$ cat src/rtl/gpio_irq_pkg.sv
package gpio_irq_pkg;

    localparam int TRIG_W = 3;

    typedef enum logic [TRIG_W-1:0] {
        TRIG_HIGH = 3'd0,
        TRIG_LOW  = 3'd1,
        TRIG_RISE = 3'd2,
        TRIG_FALL = 3'd3,
        TRIG_ANY  = 3'd4
    } trig_style_e;

    typedef enum logic [2:0] {
        REG_DOUT    = 3'd0,
        REG_DIR     = 3'd1,
        REG_DIN     = 3'd2,
        REG_STAT    = 3'd3,
        REG_TRIG_LO = 3'd4,
        REG_TRIG_HI = 3'd5,
        REG_CKSEL   = 3'd6,
        REG_DBSEL   = 3'd7
    } reg_idx_e;

endpackage

$ cat src/rtl/gpio_pin_sync.sv
module gpio_pin_sync #(
    parameter int W = 16
) (
    input  logic         clk,
    input  logic         rst_n,
    input  logic [W-1:0] pin_i,
    output logic [W-1:0] now_o,
    output logic [W-1:0] prev_o
);
    logic [W-1:0] meta_q;
    logic [W-1:0] now_q;
    logic [W-1:0] prev_q;

    always_ff @(posedge clk or negedge rst_n) begin
        if (!rst_n) begin
            meta_q <= '0;
            now_q  <= '0;
            prev_q <= '0;
        end else begin
            meta_q <= pin_i;
            now_q  <= meta_q;
            prev_q <= now_q;
        end
    end

    assign now_o  = now_q;
    assign prev_o = prev_q;
endmodule

$ cat src/rtl/gpio_line_detect.sv
module gpio_line_detect
    import gpio_irq_pkg::*;
(
    input  logic              now_i,
    input  logic              prev_i,
    input  logic [TRIG_W-1:0] style_i,
    output logic              hit_o
);
    always_comb begin
        hit_o = 1'b0;
        unique case (style_i)
            TRIG_HIGH: hit_o = now_i;
            TRIG_LOW:  hit_o = ~now_i;
            TRIG_RISE: hit_o = now_i & ~prev_i;
            TRIG_FALL: hit_o = ~now_i & prev_i;
            TRIG_ANY:  hit_o = now_i ^ prev_i;
            default:   hit_o = 1'b0;
        endcase
    end
endmodule

$ cat src/rtl/gpio_irq_ctrl.sv
module gpio_irq_ctrl
    import gpio_irq_pkg::*;
#(
    parameter int NLINES        = 16,
    parameter int NIRQ          = 13,
    parameter int LINES_PER_REG = 8,
    parameter int DW            = 32,
    parameter int AW            = 5
) (
    input  logic              clk,
    input  logic              rst_n,
    input  logic              bus_en,
    input  logic              bus_we,
    input  logic [AW-1:0]     bus_addr,
    input  logic [DW-1:0]     bus_wdata,
    output logic [DW-1:0]     bus_rdata,
    input  logic [NLINES-1:0] pin_in,
    output logic [NLINES-1:0] pin_out,
    output logic [NLINES-1:0] pin_oe,
    output logic [NIRQ-1:0]   irq_out
);
    localparam int NTRIG   = (NLINES + LINES_PER_REG - 1) / LINES_PER_REG;
    localparam int FIELD_W = TRIG_W * LINES_PER_REG;

    logic [NLINES-1:0]  dout_q;
    logic [NLINES-1:0]  dir_q;
    logic [NLINES-1:0]  stat_q;
    logic [FIELD_W-1:0] trig_q [NTRIG];
    logic [DW-1:0]      cksel_q;
    logic [DW-1:0]      dbsel_q;

    logic [NLINES-1:0]  s_now;
    logic [NLINES-1:0]  s_prev;
    logic [NLINES-1:0]  hit;
    logic [NLINES-1:0]  clr_mask;
    logic               wr;
    reg_idx_e           idx;
    logic               unused_addr_lsb;

    assign wr              = bus_en & bus_we;
    assign idx             = reg_idx_e'(bus_addr[AW-1:2]);
    assign unused_addr_lsb = ^bus_addr[1:0];

    gpio_pin_sync #(.W(NLINES)) u_sync (
        .clk    (clk),
        .rst_n  (rst_n),
        .pin_i  (pin_in),
        .now_o  (s_now),
        .prev_o (s_prev)
    );

    for (genvar n = 0; n < NLINES; n++) begin : g_line
        logic [TRIG_W-1:0] sty;
        assign sty = trig_q[n / LINES_PER_REG][TRIG_W*(n % LINES_PER_REG) +: TRIG_W];
        gpio_line_detect u_det (
            .now_i   (s_now[n]),
            .prev_i  (s_prev[n]),
            .style_i (sty),
            .hit_o   (hit[n])
        );
    end

    // configuration register writes
    always_ff @(posedge clk or negedge rst_n) begin
        if (!rst_n) begin
            dout_q  <= '0;
            dir_q   <= '1;
            cksel_q <= '0;
            dbsel_q <= '0;
            for (int k = 0; k < NTRIG; k++) trig_q[k] <= '0;
        end else if (wr) begin
            unique case (idx)
                REG_DOUT:    dout_q          <= bus_wdata[NLINES-1:0];
                REG_DIR:     dir_q           <= bus_wdata[NLINES-1:0];
                REG_TRIG_LO: trig_q[0]       <= bus_wdata[FIELD_W-1:0];
                REG_TRIG_HI: trig_q[NTRIG-1] <= bus_wdata[FIELD_W-1:0];
                REG_CKSEL:   cksel_q         <= bus_wdata;
                REG_DBSEL:   dbsel_q         <= bus_wdata;
                REG_DIN, REG_STAT: ;
            endcase
        end
    end

    // sticky status: set wins over write-one-to-clear
    assign clr_mask = (wr && idx == REG_STAT) ? bus_wdata[NLINES-1:0] : '0;

    always_ff @(posedge clk or negedge rst_n) begin
        if (!rst_n) stat_q <= '0;
        else        stat_q <= (stat_q & ~clr_mask) | hit;
    end

    always_comb begin
        bus_rdata = '0;
        unique case (idx)
            REG_DOUT:    bus_rdata = DW'(dout_q);
            REG_DIR:     bus_rdata = DW'(dir_q);
            REG_DIN:     bus_rdata = DW'(s_now);
            REG_STAT:    bus_rdata = DW'(stat_q);
            REG_TRIG_LO: bus_rdata = DW'(trig_q[0]);
            REG_TRIG_HI: bus_rdata = DW'(trig_q[NTRIG-1]);
            REG_CKSEL:   bus_rdata = cksel_q;
            REG_DBSEL:   bus_rdata = dbsel_q;
        endcase
    end

    assign pin_out = dout_q;
    assign pin_oe  = ~dir_q;
    assign irq_out = stat_q[NIRQ-1:0];
endmodule

$ cat config.mk
export PLATFORM = sky130hd
export DESIGN_NAME = gpio_irq_ctrl
export DESIGN_NICKNAME = d
export VERILOG_FILES = /design/src/rtl/gpio_irq_pkg.sv /design/src/rtl/gpio_pin_sync.sv /design/src/rtl/gpio_line_detect.sv /design/src/rtl/gpio_irq_ctrl.sv
export SDC_FILE = /design/constraint.sdc
export NUM_CORES = 1
export LEC_CHECK = 0
export BUFFER_PORTS_ARGS = -buffer_cell sky130_fd_sc_hd__buf_2
export CAP_MARGIN = 40
export CORE_ASPECT_RATIO = 0.8
export CORE_MARGIN = 2
export CORE_UTILIZATION = 52
export DETAILED_ROUTE_END_ITERATION = 6
export PLACE_DENSITY = 0.76
export SYNTH_ARGS = -nofsm -noshare
export SYNTH_HDL_FRONTEND = slang
export SYNTH_SLANG_ARGS = --single-unit
export TNS_END_PERCENT = 100
$ cat constraint.sdc
create_clock -name clk -period 1.8 [get_ports clk]
set_clock_uncertainty 0.15 [all_clocks]
set_input_delay 0.36 -clock clk [delete_from_list [all_inputs] [get_ports clk]]
set_output_delay 0.36 -clock clk [all_outputs]
set_load 0.05 [all_outputs]
== Yosys cells after proc, flatten, opt, wreduce, memory -nomap -nowiden ==
Cells that the tools add are included.

* Flip-flop bits (word level): 208
* Bits in latches: 0
* RAM bits: 0
* Bits in read-only memories: 0
* Word-level logic and storage cells: 208
* Memories: 0

* $add $sub $neg: 0
* Multipliers: 0
* Div/mod/pow operators: 0
* $lt $le $gt $ge: 0
* Equal/unequal tests: 71
* Shift operators: 0
* Muxes and demuxes: 18
* Bitwise logic cells: 85
* Reduce and logical (&&, ||, !) cells: 24

{| class="wikitable"
|+ Operators by type and width
! cell !! count
|-
| case mux 32 bit (8 select lines) || 1
|-
| equality test 3 x 2 -> 1 bit, second input constant || 34
|-
| case mux 1 bit (5 select lines) || 16
|-
| equality test 3 bit, second input constant || 20
|-
| equality test 3 x 1 -> 1 bit, second input constant || 17
|-
| zero test 3 bit || 17
|-
| bitwise AND 1 bit || 33
|-
| NOT 1 bit || 32
|-
| NOT 16 bit || 2
|-
| bitwise AND 16 bit || 1
|-
| 2-to-1 mux 16 bit || 1
|-
| OR 16 bit || 1
|-
| bitwise XOR 1 bit || 16
|-
| AND reduction 2 bit || 6
|-
| logical AND 1 bit || 1
|}

== Logic depth before layout (Yosys ltp) ==
* Word-level depth: 6
* Depth in mapped cells: 7

== By module ==
Synthesis repeated with hierarchy kept, for this count alone.

* Cells, all modules: 833
* Area total of the unflattened synthesis: 10082.2 um2

{| class="wikitable"
|+ By module, submodules not included
! module !! times used !! cells each !! area an instance (um2) !! sequential area each (um2)
|-
| gpio_irq_ctrl || 1 || 625 || 7619.8 || 4023.9
|-
| gpio_line_detect || 16 || 10 || 78.8 || 0.0
|-
| gpio_pin_sync || 1 || 48 || 1201.2 || 1201.2
|}

== Worst setup path after synthesis ==
Ideal clock, no wire load.

* Kind: in2out
* Start: in bus_addr[2]
* End: out bus_rdata[10]
* Arrival time: 2090 ps
* Data required time: 1290 ps
* Slack: -800 ps
* Stages on the path: 7
* Path through: buf_4 buf_4 buf_4 nand2_1 nor2_1 a31oi_1 a21oi_1

* Longest elaborated chain between the ends: 2
* Elaborated cells on any way between the ends: 9

{| class="wikitable"
|+ Ends and longest elaborated chain
! element !! RTL line !! text
|-
| start, declared || gpio_irq_ctrl.sv:14 || <nowiki>input logic [AW-1:0] bus_addr,</nowiki>
|-
| equality test 3 bit, or another cell as far along || gpio_irq_ctrl.sv:94 || <nowiki>unique case (idx)</nowiki>
|-
| case mux 32 bit (8 select lines) * || gpio_irq_ctrl.sv:94 ||
|-
| end, declared || gpio_irq_ctrl.sv:16 || <nowiki>output logic [DW-1:0] bus_rdata,</nowiki>
|}

Every way passes the cells marked *; elsewhere a longest branch is shown, timed or not.

== Final worst setup path ==
* Start: reg dir_q[6]
* End: out bus_rdata[6]

* Longest elaborated chain between the ends: 1

{| class="wikitable"
|+ Ends and longest elaborated chain
! element !! RTL line !! text
|-
| start, declared || gpio_irq_ctrl.sv:26 || <nowiki>logic [NLINES-1:0] dir_q;</nowiki>
|-
| start signal, assigned || gpio_irq_ctrl.sv:74 || <nowiki>REG_DIR: dir_q <= bus_wdata[NLINES-1:0];</nowiki>
|-
| case mux 32 bit (8 select lines) || gpio_irq_ctrl.sv:94 ||
|}

No other way between the ends.

==> metrics.txt <==
outcome=finished, violations left; violations in the final reports=negative setup slack; headroom to the max-slew limit=67.3%; weighted congestion at the end of routability-driven global placement=0.832; core region area=0.0189 mm²; Clock Latency Late Sink=0.50 ns; post-detailed-route count of antenna-violating nets=0; leakage power summed over all cells=0.00632 µW; wire length of the first global-routing pass=41500 µm; vias post-DR=7432; effective utilization at floorplan=52.7%; Layout Area Growth over Synthesis=39.6%; CP arrival=1.75 ns; clock root buffer=sky130_fd_sc_hd__clkbuf_16; number of detailed-route iterations in the first pass=5; fraction of the core area covered by cells at the end of the flow=73.5%; total number of placement rows=45; Synth Warn #=0; Worst path top cell family by delay=flip-flops; worst-case setup margin in the final layout=-0.458 ns; Most used DFF post-synth=sky130_fd_sc_hd__dfrtp_1; post-synth net total=880; total power divided by cell area=1100 mW/mm²; required arrival time at the worst endpoint=1.29 ns; cell area after placement=0.0121 mm²; Seq/Total Area, Yosys=52.6%; transition time at the pin with the least slew margin=0.490 ns; number of nets in the finished design=1164; DR WL/cell=20.1 µm; share of flip-flops with an asynchronous set or reset after synthesis=100%; number of sinks handled by clock tree synthesis=208; Worst path slowest cell=sky130_fd_sc_hd__dfstp_2; vertical extent of the die=128 µm; number of buffers and inverters on the critical path=2; maximum number of buffers from clock root to sink=3; # IOs=134; DRC violation count after routing=0; number of endpoints failing setup at the final stage=41; portion of the clock cycle consumed by the worst path in the final layout=125%; antenna violations before repair=1; syn_area_per_cell=12.6 µm²; HPWL after DPL=17500 µm; Worst Setup Path Type=reg2out; fraction of layout instances using a drive strength above 1=52.4%; via count of the first global-routing pass=7588; Setup TNS=-9.81 ns; count of fill cells added during filler insertion=1207; count of final max-slew check failures=0; maximum fanout encountered on the critical timing path=2; RSZ-0062 raised after global routing=yes; detailed router's first-iteration violation count=443; input/output buffers=131; cell types occupying the most area after synthesis=sky130_fd_sc_hd__dfrtp_1 (48%), sky130_fd_sc_hd__mux2_2 (15%), sky130_fd_sc_hd__mux2i_1 (4.6%), sky130_fd_sc_hd__dfstp_2 (4.2%), sky130_fd_sc_hd__ha_1 (4.0%); crit path cell chain=inv_2, o32ai_2, a221oi_2, a21oi_4, buf_6; Tot Pwr=15200 µW; CTS tree=done; shortest clock period the worst path allows after layout=2.26 ns; endpoint class of the critical path=primary output; number of clock buffers inserted by TritonCTS=21; Layout Cell Area excl Fill=0.0139 mm²; via density per instance=5.52; die outline area=0.0202 mm²; Seq cells post-synth=208; Peak VDD IR=831 µV; total wire length after detailed routing=27000 µm; pre-CTS setup slack=-0.502 ns; chip width=159 µm; MaxCap Viol Count=0; clock-pin slew reported for the worst setup and hold paths after clock tree synthesis=0.06 ns; achievable frequency=443 MHz; number of antenna repair diodes=0; most area-hungry cell type in the Yosys netlist=sky130_fd_sc_hd__dfrtp_1; number of distinct library cells after synthesis=39; Hold Crit Class=in2reg; number of failing hold endpoints at the final stage=0; critical path launch point type=register; GRT Util Overall=26.6%; netlist area before placement=0.00994 mm²; number of instances in the synthesized netlist=791; maximum number of pins on one net before global-route repair=43; share of the synthesized area in the top cell type=48.3%; overall overflow remaining after global route=0; CTS HTree Levels=1; stage delay of the slowest cell on the critical path=0.54 ns; number of enable flip-flop cells after synthesis=0
cell usage in the layout, fill, tap and decap left out, drive strengths merged, types with 3 or more instances in the layout:
master	netlist	layout
o32ai	10	10
clkbuf	7	37
buf	40	273
inv	50	50
mux2	146	146
o22ai	6	6
o22a	6	6
dlygate4sd3	0	33
dfrtp	192	192
dfstp	16	16
nor3b	9	9
xor2	3	3
nor2b	11	11
mux4	8	8
a21oi	20	20
a211o	11	11
mux2i	46	46
nand2	25	25
ha	32	32
a221oi	10	10
and2	8	8
nand2b	6	6
nor2	60	60
o21ai	32	32
a31oi	12	12
a211oi	7	7
a22o	10	10
registers in the layout (all words and copies together), names as in the netlist:
register / cells
g_line.sty: 48
cksel_q: 32
dbsel_q: 32
dir_q: 16
pin_out: 16
stat_q: 16
u_sync.meta_q: 16
u_sync.now_o: 16
u_sync.prev_o: 16
metal layers:
metal	GRT usage, %	up-vias	wire, µm
met5	0	-	13
met4	8.06	2	782
met3	3.99	57	1380
met2	43.5	226	13100
met1	37.2	3771	11700
li1	-	3376	-
cell usage after synthesis (12+ instances only):
cell type / n
sky130_fd_sc_hd__a21oi_1: 20
sky130_fd_sc_hd__a31oi_1: 12
sky130_fd_sc_hd__buf_2: 16
sky130_fd_sc_hd__buf_4: 22
sky130_fd_sc_hd__dfrtp_1: 192
sky130_fd_sc_hd__dfstp_2: 16
sky130_fd_sc_hd__ha_1: 32
sky130_fd_sc_hd__inv_1: 50
sky130_fd_sc_hd__mux2_2: 134
sky130_fd_sc_hd__mux2i_1: 46
sky130_fd_sc_hd__nand2_1: 25
sky130_fd_sc_hd__nor2_1: 57
sky130_fd_sc_hd__o21ai_0: 32
layout make-up:
class | count | area [µm²] | share of cell area, %
inverter | 50 | 190 | 1.37
multi-input combinational | 486 | 4730 | 34.1
timing repair buffer | 308 | 2800 | 20.2
clock inverter | 1 | 5.00 | 0.0361
sequential | 208 | 5230 | 37.7
tap | 258 | 323 | 2.33
clock buffer | 35 | 598 | 4.31
through the flow:
stage               hold WS, ns  cells
finish                   0.0424   1346
global route             0.0417   1346
CTS                      0.0293   1330
detailed placement        0.179   1240
global placement          0.183   1240
floorplan               -0.0856    791
power by group:
group | switching (µW) | internal (µW)
Clock | 1740 | 2250
Sequential | 620 | 5570
Combinational | 2630 | 2430
path summary, 6_finish.rpt:
path,slack (ns),endpoint,cells past startpoint,from
max,-0.46,bus_rdata[6],5,dir_q[6]$_DFFE_PN1P_
min,0.04,cksel_q[6]$_DFFE_PN0P_,2,bus_wdata[6]
max reg2reg,0.05,stat_q[9]$_DFF_PN0_,6,u_sync.now_o[9]$_DFF_PN0_
min reg2reg,0.20,u_sync.now_o[13]$_DFF_PN0_,0,u_sync.meta_q[13]$_DFF_PN0_
max in group asynchronous,0.66,dir_q[3]$_DFFE_PN1P_,3,rst_n
min in group asynchronous,0.23,cksel_q[31]$_DFFE_PN0P_,2,rst_n
timing repair:
action | 4_1_cts | 5_1_grt
gates resized for setup | 141 | 46
buffers inserted | 31 | 19
endpoints found under the setup margin | 45 | 57
hold buffers | 33 | 0
gates cloned | 1 | 0
endpoints found under the hold margin | 98 | 0
pin swaps | 37 | 8
logic make-up (layout without fill, tap and decap cells):
family / Yosys count / in the layout / share of synthesized area (%)
fa+ha+maj: 32 / 32 / 4.03
mux: 200 / 200 / 23.4
flops: 208 / 208 / 52.6
buf+inv: 97 / 394 / 4.86
compound gates: 124 / 124 / 8.42
simple gates: 125 / 125 / 6.31
xor+xnor: 5 / 5 / 0.441
(Power assumes the default switching activity.)
